--- src/rtl/irq_qual_pkg.sv ---
package irq_qual_pkg;
  localparam int NUM_SRC = 3;
  localparam int SRC_NMI = 0;
  localparam int SRC_U0  = 1;
  localparam int SRC_U1  = 2;

  typedef enum logic {
    EDGE_FALL = 1'b0,
    EDGE_RISE = 1'b1
  } edge_pol_e;

  typedef struct packed {
    logic      soc_en;
    edge_pol_e pol_u1;
    edge_pol_e pol_u0;
  } cfg_t;

  localparam int CFG_W = $bits(cfg_t);
endpackage

--- src/rtl/irq_sync.sv ---
module irq_sync #(
  parameter int   STAGES  = 2,
  parameter logic RST_VAL = 1'b1
) (
  input  logic clk,
  input  logic rst,
  input  logic din,
  output logic dout
);
  logic [STAGES-1:0] ff;

  always_ff @(posedge clk) begin
    if (rst) ff <= {STAGES{RST_VAL}};
    else     ff <= {ff[STAGES-2:0], din};
  end

  assign dout = ff[STAGES-1];
endmodule

--- src/rtl/irq_edge_qual.sv ---
module irq_edge_qual #(
  parameter int HOLD_CYCLES = 1
) (
  input  logic clk,
  input  logic rst,
  input  logic lvl,
  input  logic act_lvl,
  output logic qual
);
  localparam int CW = (HOLD_CYCLES < 2) ? 1 : $clog2(HOLD_CYCLES + 1);
  localparam logic [CW-1:0] LAST = CW'(HOLD_CYCLES - 1);

  logic          prev;
  logic          armed;
  logic [CW-1:0] hcnt;
  logic          edge_hit;
  logic          at_act;

  assign at_act   = (lvl == act_lvl);
  assign edge_hit = at_act && (prev != act_lvl);
  assign qual     = armed && at_act && (hcnt == LAST);

  always_ff @(posedge clk) begin
    if (rst) begin
      prev  <= 1'b1;
      armed <= 1'b0;
      hcnt  <= '0;
    end else begin
      prev <= lvl;
      if (armed) begin
        if (!at_act || qual) armed <= 1'b0;
        else                 hcnt  <= hcnt + 1'b1;
      end else if (edge_hit) begin
        armed <= 1'b1;
        hcnt  <= '0;
      end
    end
  end

  AST_QUAL_HELD_LEVEL: assert property (@(posedge clk) disable iff (rst)
    qual |-> $past(lvl == act_lvl));
  AST_ARM_FROM_EDGE: assert property (@(posedge clk) disable iff (rst)
    $rose(armed) |-> $past(lvl == act_lvl) && $past(prev != act_lvl));
endmodule

--- src/rtl/irq_pend.sv ---
module irq_pend (
  input  logic clk,
  input  logic rst,
  input  logic set,
  input  logic ack,
  output logic pend
);
  always_ff @(posedge clk) begin
    if (rst)      pend <= 1'b0;
    else if (set) pend <= 1'b1;
    else if (ack) pend <= 1'b0;
  end

  AST_SET_WINS: assert property (@(posedge clk) disable iff (rst)
    set |=> pend);
  AST_ACK_CLEARS: assert property (@(posedge clk) disable iff (rst)
    (ack && !set) |=> !pend);
endmodule

--- src/rtl/ext_irq_qualifier.sv ---
module ext_irq_qualifier
  import irq_qual_pkg::*;
#(
  parameter int SYNC_STAGES = 2,
  parameter int HOLD_CYCLES = 1
) (
  input  logic             clk,
  input  logic             rst,
  input  logic             nmi_n_pin,
  input  logic [1:0]       usr_pin,
  input  logic             cfg_we,
  input  logic [CFG_W-1:0] cfg_wdata,
  input  logic             gmask,
  input  logic             ack_nmi,
  input  logic [1:0]       ack_usr,
  output logic             nmi_req,
  output logic [1:0]       usr_req,
  output logic             soc_strobe
);
  cfg_t               cfg_q;
  logic [NUM_SRC-1:0] pin_v, lvl_v, act_v, ack_v, qual_v, pend_v;

  assign pin_v = {usr_pin, nmi_n_pin};
  assign ack_v = {ack_usr, ack_nmi};
  assign act_v = {logic'(cfg_q.pol_u1), logic'(cfg_q.pol_u0), 1'b0};

  always_ff @(posedge clk) begin
    if (rst)         cfg_q <= '0;
    else if (cfg_we) cfg_q <= cfg_t'(cfg_wdata);
  end

  for (genvar g = 0; g < NUM_SRC; g++) begin : g_src
    irq_sync #(.STAGES(SYNC_STAGES), .RST_VAL(1'b1)) u_sync (
      .clk(clk), .rst(rst), .din(pin_v[g]), .dout(lvl_v[g]));
    irq_edge_qual #(.HOLD_CYCLES(HOLD_CYCLES)) u_qual (
      .clk(clk), .rst(rst), .lvl(lvl_v[g]), .act_lvl(act_v[g]), .qual(qual_v[g]));
    irq_pend u_pend (
      .clk(clk), .rst(rst), .set(qual_v[g]), .ack(ack_v[g]), .pend(pend_v[g]));
  end

  always_ff @(posedge clk) begin
    if (rst) begin
      nmi_req    <= 1'b0;
      usr_req    <= '0;
      soc_strobe <= 1'b0;
    end else begin
      nmi_req    <= pend_v[SRC_NMI];
      usr_req    <= pend_v[SRC_U1:SRC_U0] & {2{~gmask}};
      soc_strobe <= qual_v[SRC_U1] & cfg_q.soc_en;
    end
  end

  AST_NMI_IGNORES_MASK: assert property (@(posedge clk) disable iff (rst)
    (gmask && pend_v[SRC_NMI]) |=> nmi_req);
  AST_MASK_BLOCKS_USER: assert property (@(posedge clk) disable iff (rst)
    gmask |=> (usr_req == 2'b00));
  AST_SOC_ONE_CYCLE: assert property (@(posedge clk) disable iff (rst)
    soc_strobe |=> !soc_strobe);
  AST_SOC_NEEDS_EN: assert property (@(posedge clk) disable iff (rst)
    soc_strobe |-> $past(cfg_q.soc_en));
  AST_SOC_SETS_PEND: assert property (@(posedge clk) disable iff (rst)
    soc_strobe |-> pend_v[SRC_U1]);
endmodule

--- config.mk ---
export PLATFORM = sky130hd
export DESIGN_NAME = ext_irq_qualifier
export DESIGN_NICKNAME = d
export VERILOG_FILES = /design/src/rtl/irq_qual_pkg.sv /design/src/rtl/irq_sync.sv /design/src/rtl/irq_edge_qual.sv /design/src/rtl/irq_pend.sv /design/src/rtl/ext_irq_qualifier.sv
export SDC_FILE = /design/constraint.sdc
export NUM_CORES = 1
export LEC_CHECK = 0
export BUFFER_PORTS_ARGS = -buffer_cell sky130_fd_sc_hd__buf_2
export CAP_MARGIN = 5
export CELL_PAD_IN_SITES_DETAIL_PLACEMENT = 0
export CELL_PAD_IN_SITES_GLOBAL_PLACEMENT = 1
export CORE_ASPECT_RATIO = 1.25
export CORE_MARGIN = 2
export CORE_UTILIZATION = 40
export CTS_CLUSTER_DIAMETER = 200
export DETAILED_ROUTE_END_ITERATION = 10
export PLACE_DENSITY_LB_ADDON = 0.1
export SETUP_SLACK_MARGIN = 0.02
export SLEW_MARGIN = 20
export SYNTH_ARGS = -nofsm -noshare
export SYNTH_HDL_FRONTEND = slang
export SYNTH_SLANG_ARGS = --single-unit
export TNS_END_PERCENT = 100
--- constraint.sdc ---
create_clock -name clk -period 1.05 [get_ports clk]
set_input_delay 0 -clock clk [delete_from_list [all_inputs] [get_ports clk]]
set_output_delay 0 -clock clk [all_outputs]
set_load 0.005 [all_outputs]
# [Yosys cells after proc, flatten, opt, wreduce, memory -nomap -nowiden]
# Index checks and enable logic that the tools add are counted.
[op_classes] n_addsub=3 n_eq_ne=7 n_mux=24 bitwise_logic=7 n_reduce_logical=23
[op_table] op="$mux 1" count=24
[op_table] op="$reduce_bool 2->1" count=6
[op_table] op="$logic_and 1x1->1" count=9
[op_table] op="$ne 2x2->1 const B" count=3
[op_table] op="$reduce_and 2->1" count=3
[op_table] op="$not 1->1" count=5
[op_table] op="$add 1x1->1 const B" count=3
[op_table] op="$logic_or 1x1->1" count=3
[op_table] op="$and 2x2->2" count=1
[op_table] op="$eq 1x1->1" count=2
[op_table] op="$logic_not 1->1" count=2
[op_table] op="$ne 1x1->1" count=2
[op_table] op="$and 1x1->1" count=1
[totals] regBits=25 output_inout_bits=4 elab_cells=85

# [Depth between registers and ports, before layout]
# Gate-level depths: netlist (run 1).
[depth] depth_word=6 ltp_mapped=3

# [By module]
# From an unflattened synthesis (run 1), not the netlist that was laid out.
[hier_totals] cells_unflattened=91 hier_area_um2=934.6
[modules_own_cells] module="irq_edge_qual" instances=3 cells_each=16 area_per_inst_um2=148.9 seq_area_each_um2=60.1
[modules_own_cells] module="ext_irq_qualifier" instances=1 cells_each=19 area_per_inst_um2=214.0 seq_area_each_um2=140.1
[modules_own_cells] module="irq_sync" instances=3 cells_each=4 area_per_inst_um2=52.6 seq_area_each_um2=40.0
[modules_own_cells] module="irq_pend" instances=3 cells_each=4 area_per_inst_um2=38.8 seq_area_each_um2=20.0

# [Worst setup path before layout (run 1)]
# OpenSTA, ideal clock, no wires.
[synth_path] path_type="flip-flop to flip-flop" start="register g_src[1].u_qual.armed" end="register g_src[1].u_qual.armed" setup_ns=0.067 arrival_time_ns=0.867 setup_slack_ns=0.115 path_stages_with_launch=4 path_buffers=0 synth_period_minus_slack_ns=0.935 path_cell_list="dfxtp_1 -> nand2_1 -> a2111o_1 -> o21ai_2"
[synth_between] elab_chain_len=5
[synth_lines] item="start, declared" line_no="irq_edge_qual.sv:14" text="logic armed;"
[synth_lines] item="start signal, assigned" line_no="irq_edge_qual.sv:26" text="armed <= 1'b0;"
[synth_lines] item="start signal, assigned" line_no="irq_edge_qual.sv:31" text="if (!at_act || qual) armed <= 1'b0;"
[synth_lines] item="start signal, assigned" line_no="irq_edge_qual.sv:34" text="armed <= 1'b1;"
[synth_lines] item="$logic_and 1x1->1 (2 in series)" line_no="irq_edge_qual.sv:21" text="assign qual = armed && at_act && (hcnt == LAST);"
[synth_lines] item="$logic_or 1x1->1" line_no="irq_edge_qual.sv:31"
[synth_lines] item="$mux 1" line_no="irq_edge_qual.sv:31"
[synth_lines] item="$mux 1 (*)" line_no="irq_edge_qual.sv:30" text="if (armed) begin"
# Mark *: on every way between the ends. The rest lies on a longest branch, timed or not.
# A chain may end at the register's enable or synchronous reset.

# [Worst setup path in the final report (run 1)]
[layout_path] start="register g_src[1].u_qual.armed" end="register g_src[1].u_qual.hcnt"
[layout_between] elab_chain_len=5 word_cells_on_any_way=7 cone_classes="eq/ne (1); mux (1); reduce/logical (5)"
[layout_lines] item="$logic_and 1x1->1 (2 in series)" line_no="irq_edge_qual.sv:21"
[layout_lines] item="$logic_or 1x1->1" line_no="irq_edge_qual.sv:31"
[layout_lines] item="$ne 2x2->1 (no source line)"
[layout_lines] item="$reduce_and 2->1 (no source line)"
[layout_lines] item="end signal, assigned" line_no="irq_edge_qual.sv:32" text="else hcnt <= hcnt + 1'b1;"
[layout_lines] item="end, declared" line_no="irq_edge_qual.sv:15" text="logic [CW-1:0] hcnt;"
# Several ways; a longest one is shown, not always the timed one.

==> results of run 1 <==
final cells by class:
class | instances | area (um^2)
Clock buffer | 4 | 26.3
Fill cell | 212 | 1010
Inverter | 1 | 3.75
Multi-Input combinational cell | 54 | 404
Sequential cell | 25 | 509
Tap cell | 31 | 38.8
Timing Repair Buffer | 27 | 190
metrics by stage:
step / util, % / instance area (um^2) / power (uW)
after floorplan: - / 910 / 1070
after global placement: 46.6 / 1020 / 1110
after detailed placement: 46.6 / 1020 / 1110
after CTS: 52.9 / 1160 / 1560
after global routing: 53.6 / 1170 / 1620
final: 53.6 / 1170 / 1530
power by group through the flow:
stage	sequential, uW	combinational [uW]	clock (uW)
final	994	127	410
after global routing	999	140	484
after CTS	996	126	437
after detailed placement	1020	94.5	0
after global placement	1020	93.3	0
after floorplan	1010	62.3	0
routing by layer:
layer | share of wire, % | routed length, um | up-vias
met1 | 46 | 697 | 300
li1 | - | - | 340
met4 | 1.1 | 17 | 0
met3 | 3.1 | 46 | 2
met2 | 49 | 742 | 14
met5 | 0 | 0 | -
cells by family (layout without fill, tap and decap cells):
family | after synthesis | after routing | synth area share (%)
compound gates | 9 | 9 | 7.57
simple gates | 39 | 39 | 29.6
buf+inv | 3 | 32 | 1.51
flops | 25 | 25 | 55.0
mux | 4 | 4 | 4.40
xor+xnor | 2 | 2 | 1.93
registers in the layout, summed over array words and instances, names as in the netlist:
signal / cells
nmi_req: 1
g_src.u_qual.armed: 3
g_src.u_qual.hcnt: 3
act_v: 2
soc_strobe: 1
cfg_q: 1
g_src.u_sync.ff: 6
g_src.u_pend.pend: 3
usr_req: 2
g_src.u_qual.prev: 3
placed cells by master (no fill, tap or decap), drive strengths merged, types with 4 or more instances in the layout:
master | netlist | final
a21oi | 4 | 4
or2 | 9 | 9
dfxtp | 25 | 25
clkbuf | 0 | 4
buf | 2 | 16
nor2 | 8 | 8
nor3b | 4 | 4
nand2b | 5 | 5
nand3b | 4 | 4
dlygate4sd3 | 0 | 11
mux2i | 4 | 4
how the worst min path moves through the flow:
stage	from	end	slack, ns	cells after the start
3_5_place_dp	usr_pin[0]	g_src[1].u_sync.ff[0]$_SDFF_PP1_	0.19	2
4_1_cts	rst	act_v[1]$_SDFFE_PP0P_	0.09	2
5_1_grt	rst	act_v[1]$_SDFFE_PP0P_	0.10	2
6_report	rst	act_v[1]$_SDFFE_PP0P_	0.10	2
3_3_place_gp	usr_pin[0]	g_src[1].u_sync.ff[0]$_SDFF_PP1_	0.19	2
2_1_floorplan	gmask	usr_req[0]$_SDFF_PP0_	0.08	1
what timing repair did:
| action | CTS | global route |
|---|---|---|
| hold buffers | 11 | 0 |
| hold endpoints to repair | 11 | 0 |
| setup endpoints to repair | 1 | 4 |
| cloned | 0 | 0 |
| pin swaps | 0 | 0 |
| setup buffers | 0 | 0 |
| resized for setup | 1 | 6 |
==> results.toml, run 1 <==
[place]
port_buffers = 16
dp.cells = 127
place_ws_ns = 0.0800
gp_congestion = 0.699
place_hpwl_um = 934

[floorplan]
die_x_um = 46.7
core-area_um2 = 2190
start_util_pct = 41.6
ios = 17
die-height_um = 57.3
row_count = 19
die_area_um2 = 2670

[global_route]
grt_pass1_vias = 627
grt_overflow = 0
use_met3_pct = 2.85
gr-usage-met1_pct = 13.6
grt_pass1_wl_um = 2420
grt_most_used_layer = "met2"
gr-usage-met2_pct = 21.4
grt_antenna_before_repair = 0
gr-usage-all-layers_pct = 12.4
grt_max_degree = 26

[worst_setup_path]
crit_buf_inv = 0
cpPeakStageDelay_ns = 0.38
rrSetupSlack_ns = 0.03
ff2ff_path_depth = 3
r2r_start = "g_src[1].u_qual.armed$_SDFF_PP0_"
cp.depth = 3
path_class = "reg -> reg"
regToRegEndpoint = "g_src[1].u_qual.hcnt$_SDFFE_PP0P_"
crit_path_cell_trace = "nand2b_4 > and3_4 > nor4b_4"
startpoint = "g_src[1].u_qual.armed$_SDFF_PP0_"
slowest_stage = "dfxtp_4"
endpoint = "g_src[1].u_qual.hcnt$_SDFFE_PP0P_"
crit_family = "simple AND/OR/NAND/NOR gates"
critPathMaxFanout = 5
end_kind = "register"
start_kind = "register"
critPathArrivalTime_ns = 1.24
cp_data_required_time_ns = 1.27

[timing]
worst_slew_pin_slew_ns = 0.428
fin_crit_ns = 1.02
whs_ns = 0.103
setup_ws_ns = 0.0299
setup_tns_ns = 0
finalClockSkew_ns = 0.00129
fin_crit_sh_pct = 97.2
clock.fmax_ghz = 0.980
drv_slew = 0
hold_violations = 0
rsz0062_at_grt = "true"
slew_headroom_pct = 71.5
finalSetupViolations = 0

[clocking]
cts.path.max_buffers = 2
cts_root_buf = "clkbuf_4"
tritoncts = "yes"
numCtsBuffers = 3
cts.sinks = 25
cts_max_level = 1
clk_pin_slew_ns = 0.13
clkLatencyLatePin_ns = 0.30

[logic_synthesis]
syn_nets = 95
synth_area_um2 = 910
synth.distinct_cells = 20
synthTopCellsByArea = "dfxtp_1 55%, or2_2 6.2%, mux2i_1 4.4%, nand3b_1 3.3%, nor2_1 3.3%"
synth_common_cells = "25 x dfxtp_1, 9 x or2_2, 8 x nor2_1"
yosysSeqAreaShare_pct = 55.0
avgSynthCellArea_um2 = 11.1
syn_inst = 82
ys.flop_type = "dfxtp_1"
ys_warn_count = 0
yosysMostFrequentCell = "dfxtp_1"
yosysTopAreaCellShare_pct = 55.0
synthArstFlopShare_pct = 0
yosysTopAreaCell = "dfxtp_1"
synth_edf_count = 0
synth-seq-cells = 25

[run_status]
outcome = "complete, no violations"

[power_and_ir_drop]
p_sw_share_pct = 21.6
leakagePower_uw = 0.000457
pwr-share-clk_pct = 26.8
power_switching_uw = 331
p_int_uw = 1200
seq_power_share_pct = 64.9
p_comb_share_pct = 8.3
p_per_area_nw_per_um2 = 1310
ir_worst_vdd_mv = 0.814

[route]
via_per_inst = 4.62
drt_wl_total_um = 1500
wl_per_cell_um = 10.6
first_pass_iters = 2
drtIter0Drc = 2
drcViolationCount = 0
detail-route-antenna-nets = 0
vias = 656

[run]
cap_viol_max_count = 0

[min_path]
hold_path.class = "in -> reg"

[final_layout]
fin_nets = 125
drive_above_1_share_pct = 36.9
syn_to_final_growth_pct = 28.9
n_antenna_cell = 0
layout.cells.non_filler = 142
(Power assumes the default switching activity.)
==> inputs of run 2 (changes only) <==
--- a/config.mk
+++ b/config.mk
@@ -14,7 +14,7 @@
 export CORE_UTILIZATION = 40
 export CTS_CLUSTER_DIAMETER = 200
 export DETAILED_ROUTE_END_ITERATION = 10
-export PLACE_DENSITY_LB_ADDON = 0.1
+export PLACE_DENSITY = 0.81
 export SETUP_SLACK_MARGIN = 0.02
 export SLEW_MARGIN = 20
 export SYNTH_ARGS = -nofsm -noshare
==> constraint.sdc (replaced) <==
create_clock -name clk -period 1.05 [get_ports clk]
set_input_delay 0.21 -clock clk [delete_from_list [all_inputs] [get_ports clk]]
set_output_delay 0.21 -clock clk [all_outputs]
set_load 0.005 [all_outputs]
==> run 2 against run 1 <==
Compared with the run above: combinational power decreased by 23%; setup slack improved by 0.022 ns; fmax increased by 2.2%; critical path depth unchanged; total power decreased by 1.9%; sequential cell count unchanged; die area unchanged; hold slack got worse by 0.038 ns; routed wire length decreased by 12%.
==> results.toml, run 2 (same netlist as run 1, synthesis figures left out) <==
[run_status]
outcome = "complete, no violations"

[floorplan]
die_area_um2 = 2670
die_x_um = 46.7
start_util_pct = 41.6
ios = 17
row_count = 19
core-area_um2 = 2190
die-height_um = 57.3

[worst_setup_path]
end_kind = "register"
crit_family = "simple AND/OR/NAND/NOR gates"
crit_path_cell_trace = "nand2b_4 > and3_4 > nor4b_4"
cpPeakStageDelay_ns = 0.36
critPathArrivalTime_ns = 1.22
critPathMaxFanout = 5
crit_buf_inv = 0
start_kind = "register"
path_class = "reg -> reg"
cp_data_required_time_ns = 1.27
slowest_stage = "dfxtp_2"

[global_route]
gr-usage-all-layers_pct = 11.0
grt_pass1_vias = 574
grt_antenna_before_repair = 0
grt_overflow = 0
grt_max_degree = 20
grt_pass1_wl_um = 2210

[final_layout]
final_cell_mix = "19 x dfxtp_1, 16 x buf_2, 9 x or2_2"
drive_above_1_share_pct = 42.6
n_antenna_cell = 0
final_common_cell = "dfxtp_1"
syn_to_final_growth_pct = 17.5
layout.cells.non_filler = 132
largest-register = "g_src.u_sync.ff"
largest_reg_flops = 6
fin_nets = 115

[place]
gp_congestion = 0.696
place_ws_ns = 0.0671
place_hpwl_um = 929
dp.cells = 128
port_buffers = 16

[clocking]
hold_buffers = 0
numCtsBuffers = 3
cts.path.max_buffers = 2
clkLatencyLatePin_ns = 0.30
cts_max_level = 1
cts.sinks = 25
cts_root_buf = "clkbuf_4"
clk_pin_slew_ns = 0.12
tritoncts = "yes"

[power_and_ir_drop]
p_per_area_nw_per_um2 = 1410
power_switching_uw = 325
seq_power_share_pct = 66.3
p_comb_share_pct = 6.5
ir_worst_vdd_mv = 1.02
p_sw_share_pct = 21.6
p_int_uw = 1180
leakagePower_uw = 0.000416
pwr-share-clk_pct = 27.2

[route]
drt_wl_total_um = 1320
via_per_inst = 4.58
drtIter0Drc = 17
first_pass_iters = 4
vias = 605
wl_per_cell_um = 10.0
detail-route-antenna-nets = 0
drcViolationCount = 0

[timing]
setup_tns_ns = 0
hold_violations = 0
slew_headroom_pct = 75.2
worst_slew_pin_slew_ns = 0.369
clock.fmax_ghz = 1.00
fin_crit_ns = 0.998
rsz0062_at_grt = "true"
fin_crit_sh_pct = 95.0
finalClockSkew_ns = 0.00238
drv_slew = 0
setup_ws_ns = 0.0521
finalSetupViolations = 0
whs_ns = 0.0646

[min_path]
hold_path.class = "in -> reg"

[run]
cap_viol_max_count = 0
[run 2: cell types whose count changed in the layout (fill, tap and decap cells not counted), sizes merged]
cell and change:
dlygate4sd3 -11, buf +1
[run 2: path summary, 6_finish.rpt]
path         cells past startpoint  slack, ns                                 to                        startpoint
max                              3       0.05  g_src[1].u_qual.hcnt$_SDFFE_PP0P_  g_src[1].u_qual.armed$_SDFF_PP0_
max reg2reg                      3       0.05  g_src[1].u_qual.hcnt$_SDFFE_PP0P_  g_src[1].u_qual.armed$_SDFF_PP0_
min reg2reg                      1       0.42   g_src[1].u_sync.ff[1]$_SDFF_PP1_  g_src[1].u_sync.ff[0]$_SDFF_PP1_
min                              2       0.06              usr_req[1]$_SDFF_PP0_                             gmask
[run 2: cell type report]
cell class,count,area (um^2)
Clock buffer,4,26.3
Fill cell,213,1120
Inverter,1,3.75
Multi-Input combinational cell,54,404
Sequential cell,25,508
Tap cell,31,38.8
Timing Repair Buffer,17,87.6
[run 2: worst reg2reg max path, stage by stage (launching register included)]
cell,delay (ns)
dfxtp_2,0.36
nand2b_4,0.14
and3_4,0.18
nor4b_4,0.24
[run 2: power by group through the flow]
stage	Sequential [uW]	Combinational, uW	Clock, uW
2_1_floorplan	1010	62.3	0
3_5_place_dp	1020	96.9	0
6_report	996	97.7	409
3_3_place_gp	1020	94.7	0
5_1_grt	1000	108	472
4_1_cts	995	97.5	433
[run 2: per-layer routing]
| metal | share of wire, % | routed length, um | GRT usage [%] | up-vias |
|---|---|---|---|---|
| met5 | 0 | 0 | 0 | - |
| met4 | 1.1 | 14 | 4.76 | 0 |
| met3 | 4.2 | 56 | 3.16 | 2 |
| met2 | 46 | 608 | 17.7 | 13 |
| met1 | 49 | 645 | 13.5 | 275 |
| li1 | - | - | - | 315 |
[run 2: metrics by stage]
stage | instance area, um^2 | util (%) | total power [uW]
2_1_floorplan | 910 | - | 1070
3_5_place_dp | 1030 | 46.9 | 1110
3_3_place_gp | 1030 | 46.9 | 1110
6_report | 1070 | 48.9 | 1500
5_1_grt | 1070 | 48.9 | 1580
4_1_cts | 1050 | 48.1 | 1530
[run 2: what timing repair did]
| item | in CTS | in global routing |
|---|---|---|
| setup endpoints to repair | 0 | 4 |
| resized for setup | 0 | 7 |
| setup buffers | 0 | 0 |
==> inputs of run 3 (changes only) <==
--- a/config.mk
+++ b/config.mk
@@ -5,6 +5,7 @@
 export SDC_FILE = /design/constraint.sdc
 export NUM_CORES = 1
 export LEC_CHECK = 0
+export ABC_CLOCK_PERIOD_IN_PS = 1050
 export BUFFER_PORTS_ARGS = -buffer_cell sky130_fd_sc_hd__buf_2
 export CAP_MARGIN = 5
 export CELL_PAD_IN_SITES_DETAIL_PLACEMENT = 0
@@ -14,6 +15,7 @@
 export CORE_UTILIZATION = 40
 export CTS_CLUSTER_DIAMETER = 200
 export DETAILED_ROUTE_END_ITERATION = 10
+export HOLD_SLACK_MARGIN = 0.08
 export PLACE_DENSITY = 0.81
 export SETUP_SLACK_MARGIN = 0.02
 export SLEW_MARGIN = 20
==> run 3 against run 2 <==
Compared with the run above: die area unchanged; critical path depth unchanged; first-iteration DRC count up 5.9%; register-to-register slack about the same; non-clock buffer count up 4; clock-buffer cell count unchanged; design area up 3.7%; sequential share of layout area down 1.7 points; final cell count up 3.0%.
==> results.toml, run 3 (same netlist as run 1, synthesis figures left out) <==
[run_status]
outcome = "complete, no violations"

[power_and_ir_drop]
leakagePower_uw = 0.000433
p_per_area_nw_per_um2 = 1370
ir_worst_vdd_mv = 1.02

[place]
dp.cells = 128
port_buffers = 16
gp_congestion = 0.696
dpl_cell_area_um2 = 1030
place_hpwl_um = 929

[min_path]
whs_endpoint = "cfg_q[2]$_SDFFE_PP0P_"
hold_start = "cfg_wdata[2]"
hold_path.class = "in -> reg"
worstHoldPathCells = 3

[global_route]
grt_pass1_wl_um = 2300
grt_pass1_vias = 610
grt_max_degree = 20
grt_overflow = 0
grt_antenna_before_repair = 0
gr-usage-met2_pct = 19.2
gr-usage-all-layers_pct = 11.5
use_met3_pct = 3.16
gr-usage-met1_pct = 13.5
grt_most_used_layer = "met2"

[timing]
fin_crit_ns = 0.998
slew_headroom_pct = 75.2
clock.fmax_ghz = 1.00
setup_tns_ns = 0
whs_ns = 0.136
drv_slew = 0
hold_violations = 0
fin_crit_sh_pct = 95.1
worst_slew_pin_slew_ns = 0.368
finalSetupViolations = 0
rsz0062_at_grt = "true"
finalClockSkew_ns = 0.00196

[final_layout]
design_area_um2 = 1110
final_common_cell = "dfxtp_1"
largest-register = "g_src.u_sync.ff"
final_cell_mix = "19 x dfxtp_1, 16 x buf_2, 9 x or2_2"
n_antenna_cell = 0
fin_nets = 119
drive_above_1_share_pct = 41.0
syn_to_final_growth_pct = 21.9
layout.cells.non_filler = 136
largest_reg_flops = 6
final_util_pct = 50.7

[route]
drt_wl_total_um = 1390
wl_per_cell_um = 10.2
via_per_inst = 4.55
drtIter0Drc = 18
vias = 619
detail-route-antenna-nets = 0
first_pass_iters = 4
drcViolationCount = 0

[clocking]
post_cts_buffers = 0
cts_max_level = 1
numCtsBuffers = 3
cts.path.max_buffers = 2
clkLatencyLatePin_ns = 0.30
clk_pin_slew_ns = 0.13
tritoncts = "yes"
cts.sinks = 25
cts_root_buf = "clkbuf_4"

[worst_setup_path]
r2r_start = "g_src[1].u_qual.armed$_SDFF_PP0_"
startpoint = "g_src[1].u_qual.armed$_SDFF_PP0_"
end_kind = "register"
critPathMaxFanout = 5
cp_data_required_time_ns = 1.27
start_kind = "register"
regToRegEndpoint = "g_src[1].u_qual.hcnt$_SDFFE_PP0P_"
rrSetupSlack_ns = 0.05
critPathArrivalTime_ns = 1.22
ff2ff_path_depth = 3
path_class = "reg -> reg"

[floorplan]
die_x_um = 46.7
start_util_pct = 41.6
ios = 17
die_area_um2 = 2670
die-height_um = 57.3
row_count = 19
core-area_um2 = 2190

[run]
cap_viol_max_count = 0
## run 3: changes by cell type in the layout (fill, tap and decap cells not counted)
cell and delta:
dlygate4sd3_1 +4
## run 3: final cells by class
class	instances	area [um^2]
Timing Repair Buffer	21	128
Multi-Input combinational cell	54	404
Sequential cell	25	508
Clock buffer	4	26.3
Inverter	1	3.75
Fill cell	209	1080
Tap cell	31	38.8
## run 3: power breakdown
part / total [uW] / internal [uW] / switching [uW]
clock network: 410 / 148 / 262
registers: 996 / 975 / 21.4
logic: 109 / 65.2 / 44.1
total: 1520 / 1190 / 327
## run 3: stage by stage
stage	setup WS [ns]	power, uW
global route	0.00166	1590
global placement	0.100	1110
detailed placement	0.0671	1110
finish	0.0520	1520
CTS	0.0344	1540
floorplan	0.115	1070
## run 3: worst max-delay path, cell delays in order, from the launching register on
cell and delay, ns:
dfxtp_2 0.36, nand2b_4 0.14, and3_4 0.18, nor4b_4 0.24
## run 3: worst max path at each step
stage / endpoint / slack [ns] / depth (start not counted)
after CTS: g_src[1].u_qual.armed$_SDFF_PP0_ / 0.03 / 3
after global routing: g_src[1].u_qual.hcnt$_SDFFE_PP0P_ / 0.002 / 3
after detailed placement: g_src[1].u_qual.armed$_SDFF_PP0_ / 0.07 / 3
after floorplan: g_src[1].u_qual.armed$_SDFF_PP0_ / 0.12 / 3
final: g_src[1].u_qual.hcnt$_SDFFE_PP0P_ / 0.05 / 3
after global placement: g_src[0].u_pend.pend$_SDFFE_PP0P_ / 0.10 / 3
## run 3: routing by layer
metal / routed length [um] / up-vias
met1: 662 / 281
met5: 0 / -
met2: 660 / 13
met3: 52 / 2
li1: - / 323
met4: 14 / 0
## run 3: repair_timing
| action | CTS | global route |
|---|---|---|
| setup endpoints to repair | 0 | 4 |
| hold buffers | 4 | 0 |
| hold endpoints to repair | 5 | 0 |
| resized for setup | 0 | 7 |
